===== config.mk =====
export PLATFORM = sky130hd
export DESIGN_NAME = sig_cos_detector
export DESIGN_NICKNAME = d
export VERILOG_FILES = /design/src/rtl/sigcos_pkg.sv /design/src/rtl/sigcos_stage.sv /design/src/rtl/sigcos_chan.sv /design/src/rtl/sigcos_flags.sv /design/src/rtl/sig_cos_detector.sv
export SDC_FILE = /design/constraint.sdc
export NUM_CORES = 1
export LEC_CHECK = 0
export ABC_AREA = 1
export ABC_CLOCK_PERIOD_IN_PS = 1650
export CAP_MARGIN = 20
export CORE_UTILIZATION = 45
export CTS_CLUSTER_SIZE = 14
export DETAILED_ROUTE_END_ITERATION = 10
export DONT_BUFFER_PORTS = 1
export PLACE_DENSITY = 0.66
export SETUP_SLACK_MARGIN = 0.02
export SYNTH_ARGS = -nofsm -noshare
export SYNTH_HDL_FRONTEND = slang
export SYNTH_SLANG_ARGS = --single-unit

===== constraint.sdc =====
create_clock -name clk -period 1.65 [get_ports clk]
set_clock_uncertainty 0.1 [all_clocks]
set_input_delay 0.2475 -clock clk [delete_from_list [all_inputs] [get_ports clk]]
set_output_delay 0.2475 -clock clk [all_outputs]
set_load 0.02 [all_outputs]

===== src/rtl/sigcos_pkg.sv =====
package sigcos_pkg;
  localparam int NIB_W     = 4;
  localparam int INTEG_LEN = 3;
  localparam int ICNT_W    = $clog2(INTEG_LEN + 1);
  typedef logic [NIB_W-1:0]  nib_t;
  typedef logic [ICNT_W-1:0] icnt_t;
endpackage


===== src/rtl/sigcos_stage.sv =====
module sigcos_stage
  import sigcos_pkg::*;
#(
  parameter int NCH = 32,
  parameter int CHW = $clog2(NCH)
) (
  input  logic                 clk,
  input  logic                 rst_n,
  input  logic                 sig_valid,
  input  logic [CHW-1:0]       sig_chan,
  input  nib_t                 sig_data,
  output logic [NCH*NIB_W-1:0] staged
);
  for (genvar c = 0; c < NCH; c++) begin : g_lane
    nib_t lane_q, lane_n;
    logic hit;

    always_comb begin
      hit    = sig_valid && (sig_chan == CHW'(c));
      lane_n = hit ? sig_data : lane_q;
    end

    always_ff @(posedge clk or negedge rst_n) begin
      if (!rst_n) lane_q <= '0;
      else if (hit) lane_q <= lane_n;
    end

    assign staged[c*NIB_W +: NIB_W] = lane_q;
  end
endmodule


===== src/rtl/sigcos_chan.sv =====
module sigcos_chan
  import sigcos_pkg::*;
(
  input  logic clk,
  input  logic rst_n,
  input  logic tick,
  input  logic primed,
  input  logic integ_en,
  input  nib_t staged,
  output nib_t stored,
  output logic chg
);
  nib_t  st_q, st_n, cand_q, cand_n;
  icnt_t cnt_q, cnt_n;

  always_comb begin
    st_n   = st_q;
    cand_n = cand_q;
    cnt_n  = cnt_q;
    chg    = 1'b0;
    if (tick) begin
      if (!primed) begin
        st_n   = staged;
        cand_n = staged;
        cnt_n  = '0;
      end else if (staged == st_q) begin
        cand_n = staged;
        cnt_n  = '0;
      end else if (!integ_en) begin
        st_n   = staged;
        cand_n = staged;
        cnt_n  = '0;
        chg    = 1'b1;
      end else if ((staged != cand_q) || (cnt_q == '0)) begin
        cand_n = staged;
        cnt_n  = icnt_t'(1);
      end else if (cnt_q == icnt_t'(INTEG_LEN - 1)) begin
        st_n   = staged;
        cnt_n  = '0;
        chg    = 1'b1;
      end else begin
        cnt_n  = cnt_q + icnt_t'(1);
      end
    end
  end

  always_ff @(posedge clk or negedge rst_n) begin
    if (!rst_n) begin
      st_q   <= '0;
      cand_q <= '0;
      cnt_q  <= '0;
    end else if (tick) begin
      st_q   <= st_n;
      cand_q <= cand_n;
      cnt_q  <= cnt_n;
    end
  end

  assign stored = st_q;
endmodule


===== src/rtl/sigcos_flags.sv =====
module sigcos_flags #(
  parameter int NCH = 32
) (
  input  logic           clk,
  input  logic           rst_n,
  input  logic [NCH-1:0] chg,
  input  logic [NCH-1:0] chan_sel,
  input  logic           clr_valid,
  input  logic [NCH-1:0] clr_chan,
  input  logic           clr_summary,
  input  logic           irq_mask,
  output logic [NCH-1:0] status,
  output logic           summary,
  output logic           irq_n
);
  logic [NCH-1:0] stat_q, stat_n, wipe;
  logic           sum_q, sum_n, sum_wipe, sum_set;

  always_comb begin
    wipe     = clr_valid ? clr_chan : '0;
    sum_wipe = clr_valid && clr_summary;
    sum_set  = |(chg & chan_sel);
    stat_n   = (stat_q & ~wipe) | chg;
    sum_n    = (sum_q && !sum_wipe) || sum_set;
  end

  always_ff @(posedge clk or negedge rst_n) begin
    if (!rst_n) begin
      stat_q <= '0;
      sum_q  <= 1'b0;
    end else begin
      stat_q <= stat_n;
      sum_q  <= sum_n;
    end
  end

  assign status  = stat_q;
  assign summary = sum_q;
  assign irq_n   = !(sum_q && irq_mask);
endmodule


===== src/rtl/sig_cos_detector.sv =====
module sig_cos_detector
  import sigcos_pkg::*;
#(
  parameter int NCH = 32,
  parameter int CHW = $clog2(NCH)
) (
  input  logic                 clk,
  input  logic                 rst_n,
  input  logic                 sig_valid,
  input  logic [CHW-1:0]       sig_chan,
  input  logic [NIB_W-1:0]     sig_data,
  input  logic                 mf_tick,
  input  logic                 integ_en,
  input  logic [NCH-1:0]       chan_sel,
  input  logic                 irq_mask,
  input  logic                 clr_valid,
  input  logic [NCH-1:0]       clr_chan,
  input  logic                 clr_summary,
  output logic [NCH*NIB_W-1:0] sig_store,
  output logic [NCH-1:0]       cos_status,
  output logic                 cos_summary,
  output logic                 irq_n
);
  logic [NCH*NIB_W-1:0] staged;
  logic [NCH-1:0]       chg;
  logic                 primed_q, primed_n;

  always_comb primed_n = primed_q || mf_tick;

  always_ff @(posedge clk or negedge rst_n) begin
    if (!rst_n) primed_q <= 1'b0;
    else        primed_q <= primed_n;
  end

  sigcos_stage #(.NCH(NCH), .CHW(CHW)) u_stage (
    .clk(clk), .rst_n(rst_n), .sig_valid(sig_valid),
    .sig_chan(sig_chan), .sig_data(sig_data), .staged(staged)
  );

  for (genvar c = 0; c < NCH; c++) begin : g_ch
    sigcos_chan u_chan (
      .clk(clk), .rst_n(rst_n), .tick(mf_tick), .primed(primed_q),
      .integ_en(integ_en), .staged(staged[c*NIB_W +: NIB_W]),
      .stored(sig_store[c*NIB_W +: NIB_W]), .chg(chg[c])
    );
  end

  sigcos_flags #(.NCH(NCH)) u_flags (
    .clk(clk), .rst_n(rst_n), .chg(chg), .chan_sel(chan_sel),
    .clr_valid(clr_valid), .clr_chan(clr_chan), .clr_summary(clr_summary),
    .irq_mask(irq_mask), .status(cos_status), .summary(cos_summary),
    .irq_n(irq_n)
  );
endmodule


==> summary.md <==
| Metric | Value |
|---|---|
| Most area-consuming cells after synthesis | `dfrtp_1 (52%), nand2_1 (14%), o21ai_0 (8.9%), xor2_1 (5.2%), inv_1 (4.8%)` |
| Via count | `21700` |
| Netlist cell types | `37` |
| # setup viols final | `171` |
| Max-cap violations | `0` |
| Max Root-Sink Buffers | `3` |
| Seq cells post-synth | `482` |
| Synth warnings | `0` |
| Largest area contributor in the netlist | `dfrtp_1` |
| Slew margin rel. | `-9.15%` |
| Die width | `228 um` |
| Floorplan Core Area | `50300 um2` |
| Die ar. | `52000 um2` |
| Routed length per instance | `18.3 um` |
| Non-filler cells in the finished layout | `4191` |
| Initial antenna violation count | `3` |
| Global-route wire length before repair | `116000 um` |
| Setup ws final | `-264 ps` |
| Final period util | `116%` |
| Layout cells sized above 1 | `33.1%` |
| Critical path class | `reg -> reg` |
| Startpoint types | `flop` |
| Drt first pass iters | `5` |
| Failing checks | `hold timing, slew limit, setup timing` |
| Async S/R FF share, synth | `100%` |
| Post-route cell area | `32600 um2` |
| Synthesized area | `23000 um2` |
| Critical Path Sink Type | `flop` |
| # clock sinks | `482` |
| Final core utilization | `64.9%` |
| Top cell type's share of synthesized area | `52.5%` |
| Crit Path Max Fanout | `3` |
| Boundary Pins | `243` |
| # fillers | `3931` |
| Clock slew at reported path FFs | `60 ps` |
| Final #Nets | `3558` |
| Routability cong. | `0.880` |
| Critical path's slowest cell | `dfrtp_1` |
| Outcome | `complete, but fails checks` |
| Standard-cell rows | `82` |
| Die Span Y | `228 um` |
| Pin count of the biggest net entering global routing | `483` |
| Drt drc | `0` |
| Post-Place Cell Area | `27100 um2` |
| Vias in the first global route | `21700` |
| Top_reg_cell synth | `dfrtp_1` |
| Syn avg cell area | `8.16 um2` |
| DR iter-0 viols | `1414` |
| Leak | `16.1 nW` |
| Total wire length | `76600 um` |
| Worst Path Required | `2030 ps` |
| CTS tree | `built` |
| Worst IR drop on VDD | `1230 uV` |
| Crit-path cells | `inv_2 -> nand2_1 -> o21ai_1 -> nor2_2 -> nand4_1 -> nand2_2 -> nand3_2 -> nand2_1 -> nor2_2 -> nand2_1 -> nor2_2 -> nand3_1` |
| Num CTS Buffers | `52` |
| Total gr overflow | `0` |
| Antenna Nets Post-Route | `0` |
| Slew Limit Fails | `93` |
| Pwr/cell area | `1650 nW/um2` |
| F_max | `522 MHz` |
| Final Critical Period | `1910 ps` |
| Synth-to-layout area growth | `41.8%` |
| Worst EP arrival | `2290 ps` |
| Post-synthesis sequential area ratio | `52.5%` |
| GRT Util Overall | `28.3%` |
| Overall power | `53.8 mW` |
| I/O Buffers | `0` |
| Count leader, synth | `nand2_1` |
| H-Tree Depth | `2` |
| Starting Density | `45.7%` |
| Min-delay worst type | `in -> async` |
| Final hold slack | `-760 ps` |
| Synth Net Count | `2898` |
| RSZ-0062 raised after global routing | `true` |
| Root Driver | `clkbuf_16` |
| Placed insts | `3878` |
| Post-synth top cells | `nand2_1 (848), dfrtp_1 (482), o21ai_0 (410)` |
| Final hold violation count | `672` |
| Worst slew pin tran | `1640 ps` |
| Clk_lat worst skew | `600 ps` |
| Post-Syn Instances | `2817` |
| Routed vias/inst | `5.18` |
| HPWL reported at the end of detailed placement | `46900 um` |
| Post-synth EDFFs | `0` |
| Crit-path max cell delay | `420 ps` |
-- placed cells by master (no fill, tap or decap), types with 11 or more instances in the layout --
master           n
o22ai_1         17
nor2_2          38
a21oi_1         11
dlygate4sd3_1   89
a22o_1          24
clkbuf_16       53
nor2_4          14
clkbuf_1        15
inv_1          222
dfrtp_1        449
o21ai_2         46
o32ai_1         11
buf_12          14
a21oi_2         15
dfrtp_2         33
inv_2           72
nand2_4         40
clkinv_2        11
nand2_2        157
o21ai_0        267
nand3_2         19
o21ai_1        124
clkbuf_8        11
xnor2_1         19
nand4_1         29
buf_4          523
xor2_1         132
nor2_1         189
buf_6           35
nand2_1        652
nand3_1         86
-- logic make-up (layout without fill, tap and decap cells) --
kind of cell,after synthesis,in the layout,synth area share [%]
muxes,7,7,0.343
and+or+nand+nor,1267,1267,22.1
DFF,482,482,52.5
AOI/OAI and AO/OA,540,540,12.9
other,0,3,0
buffers and inverters,356,1055,5.98
xor gates and xnor gates,165,165,6.29
-- sequential cells by signal (all words and copies together), names as in the netlist --
signal and count:
g_ch.u_chan.stored 128, g_ch.u_chan.cnt_q 64, g_ch.u_chan.cand_q 128, primed_q 1
u_flags.summary 1, u_flags.status 32, u_stage.g_lane.lane_q 128
-- routing by layer --
metal	global-route usage (%)	vias up	wire, um
met5	0	-	26
met4	10.4	4	2440
met3	6.34	156	5220
met2	47.5	645	37400
met1	35.6	10500	31500
li1	-	10400	-
-- report_power, final --
group	leakage [nW]	internal, mW	switching (mW)
registers	6.23	15.3	3.31
logic	9.01	10.8	12.7
clock network	0.835	6.83	4.88
total	16.1	32.9	20.9
-- path summary, 6_finish.rpt --
kind                       cells after the start                   endpoint                    startpoint  slack (ps)
max                                           12            u_flags.summary  u_stage.g_lane[17].lane_q[3]        -260
min                                            0  g_ch[25].u_chan.stored[1]                         rst_n        -760
max reg2reg                                   12            u_flags.summary  u_stage.g_lane[17].lane_q[3]        -260
min reg2reg                                    2   g_ch[28].u_chan.cnt_q[1]      g_ch[28].u_chan.cnt_q[1]         390
max in group asynchronous                      0  g_ch[17].u_chan.stored[2]                         rst_n         770
min in group clk                               1   g_ch[15].u_chan.cnt_q[0]                       mf_tick        -290
-- layout make-up --
class                           instances  area, um2  area share (%)
Clock buffer                           79       1530            4.70
Sequential cell                       482      12100            37.1
Timing Repair Buffer                  663       5530            17.0
Inverter                              299       1140            3.49
Tap cell                              672        841            2.58
Clock inverter                         14        145           0.445
Antenna cell                            3       7.51          0.0230
Multi-Input combinational cell       1979      11300            34.7
-- critical path, delay by kind of cell (launching register included) --
kind,cells,cell delay [ps]
flip-flops,1,420
AND/OR/NAND/NOR,10,1060
buffers and inverters,1,100
AO/OA/AOI/OAI,1,130
-- metrics by stage --
stage	setup slack [ps]	TNS [ps]
after floorplan	24.1	0
after global placement	-342	-23210
after detailed placement	-339	-37640
after CTS	-132	-4240
after global routing	-344	-28420
final	-264	-10500
-- timing repair --
action	in CTS	in global routing
endpoints found under the hold margin	902	776
gates cloned	1	0
resized for setup	264	466
hold buffers	87	3
buffers inserted	86	62
setup endpoints to repair	300	316
pin swaps	132	240
(Power assumes the default switching activity.)
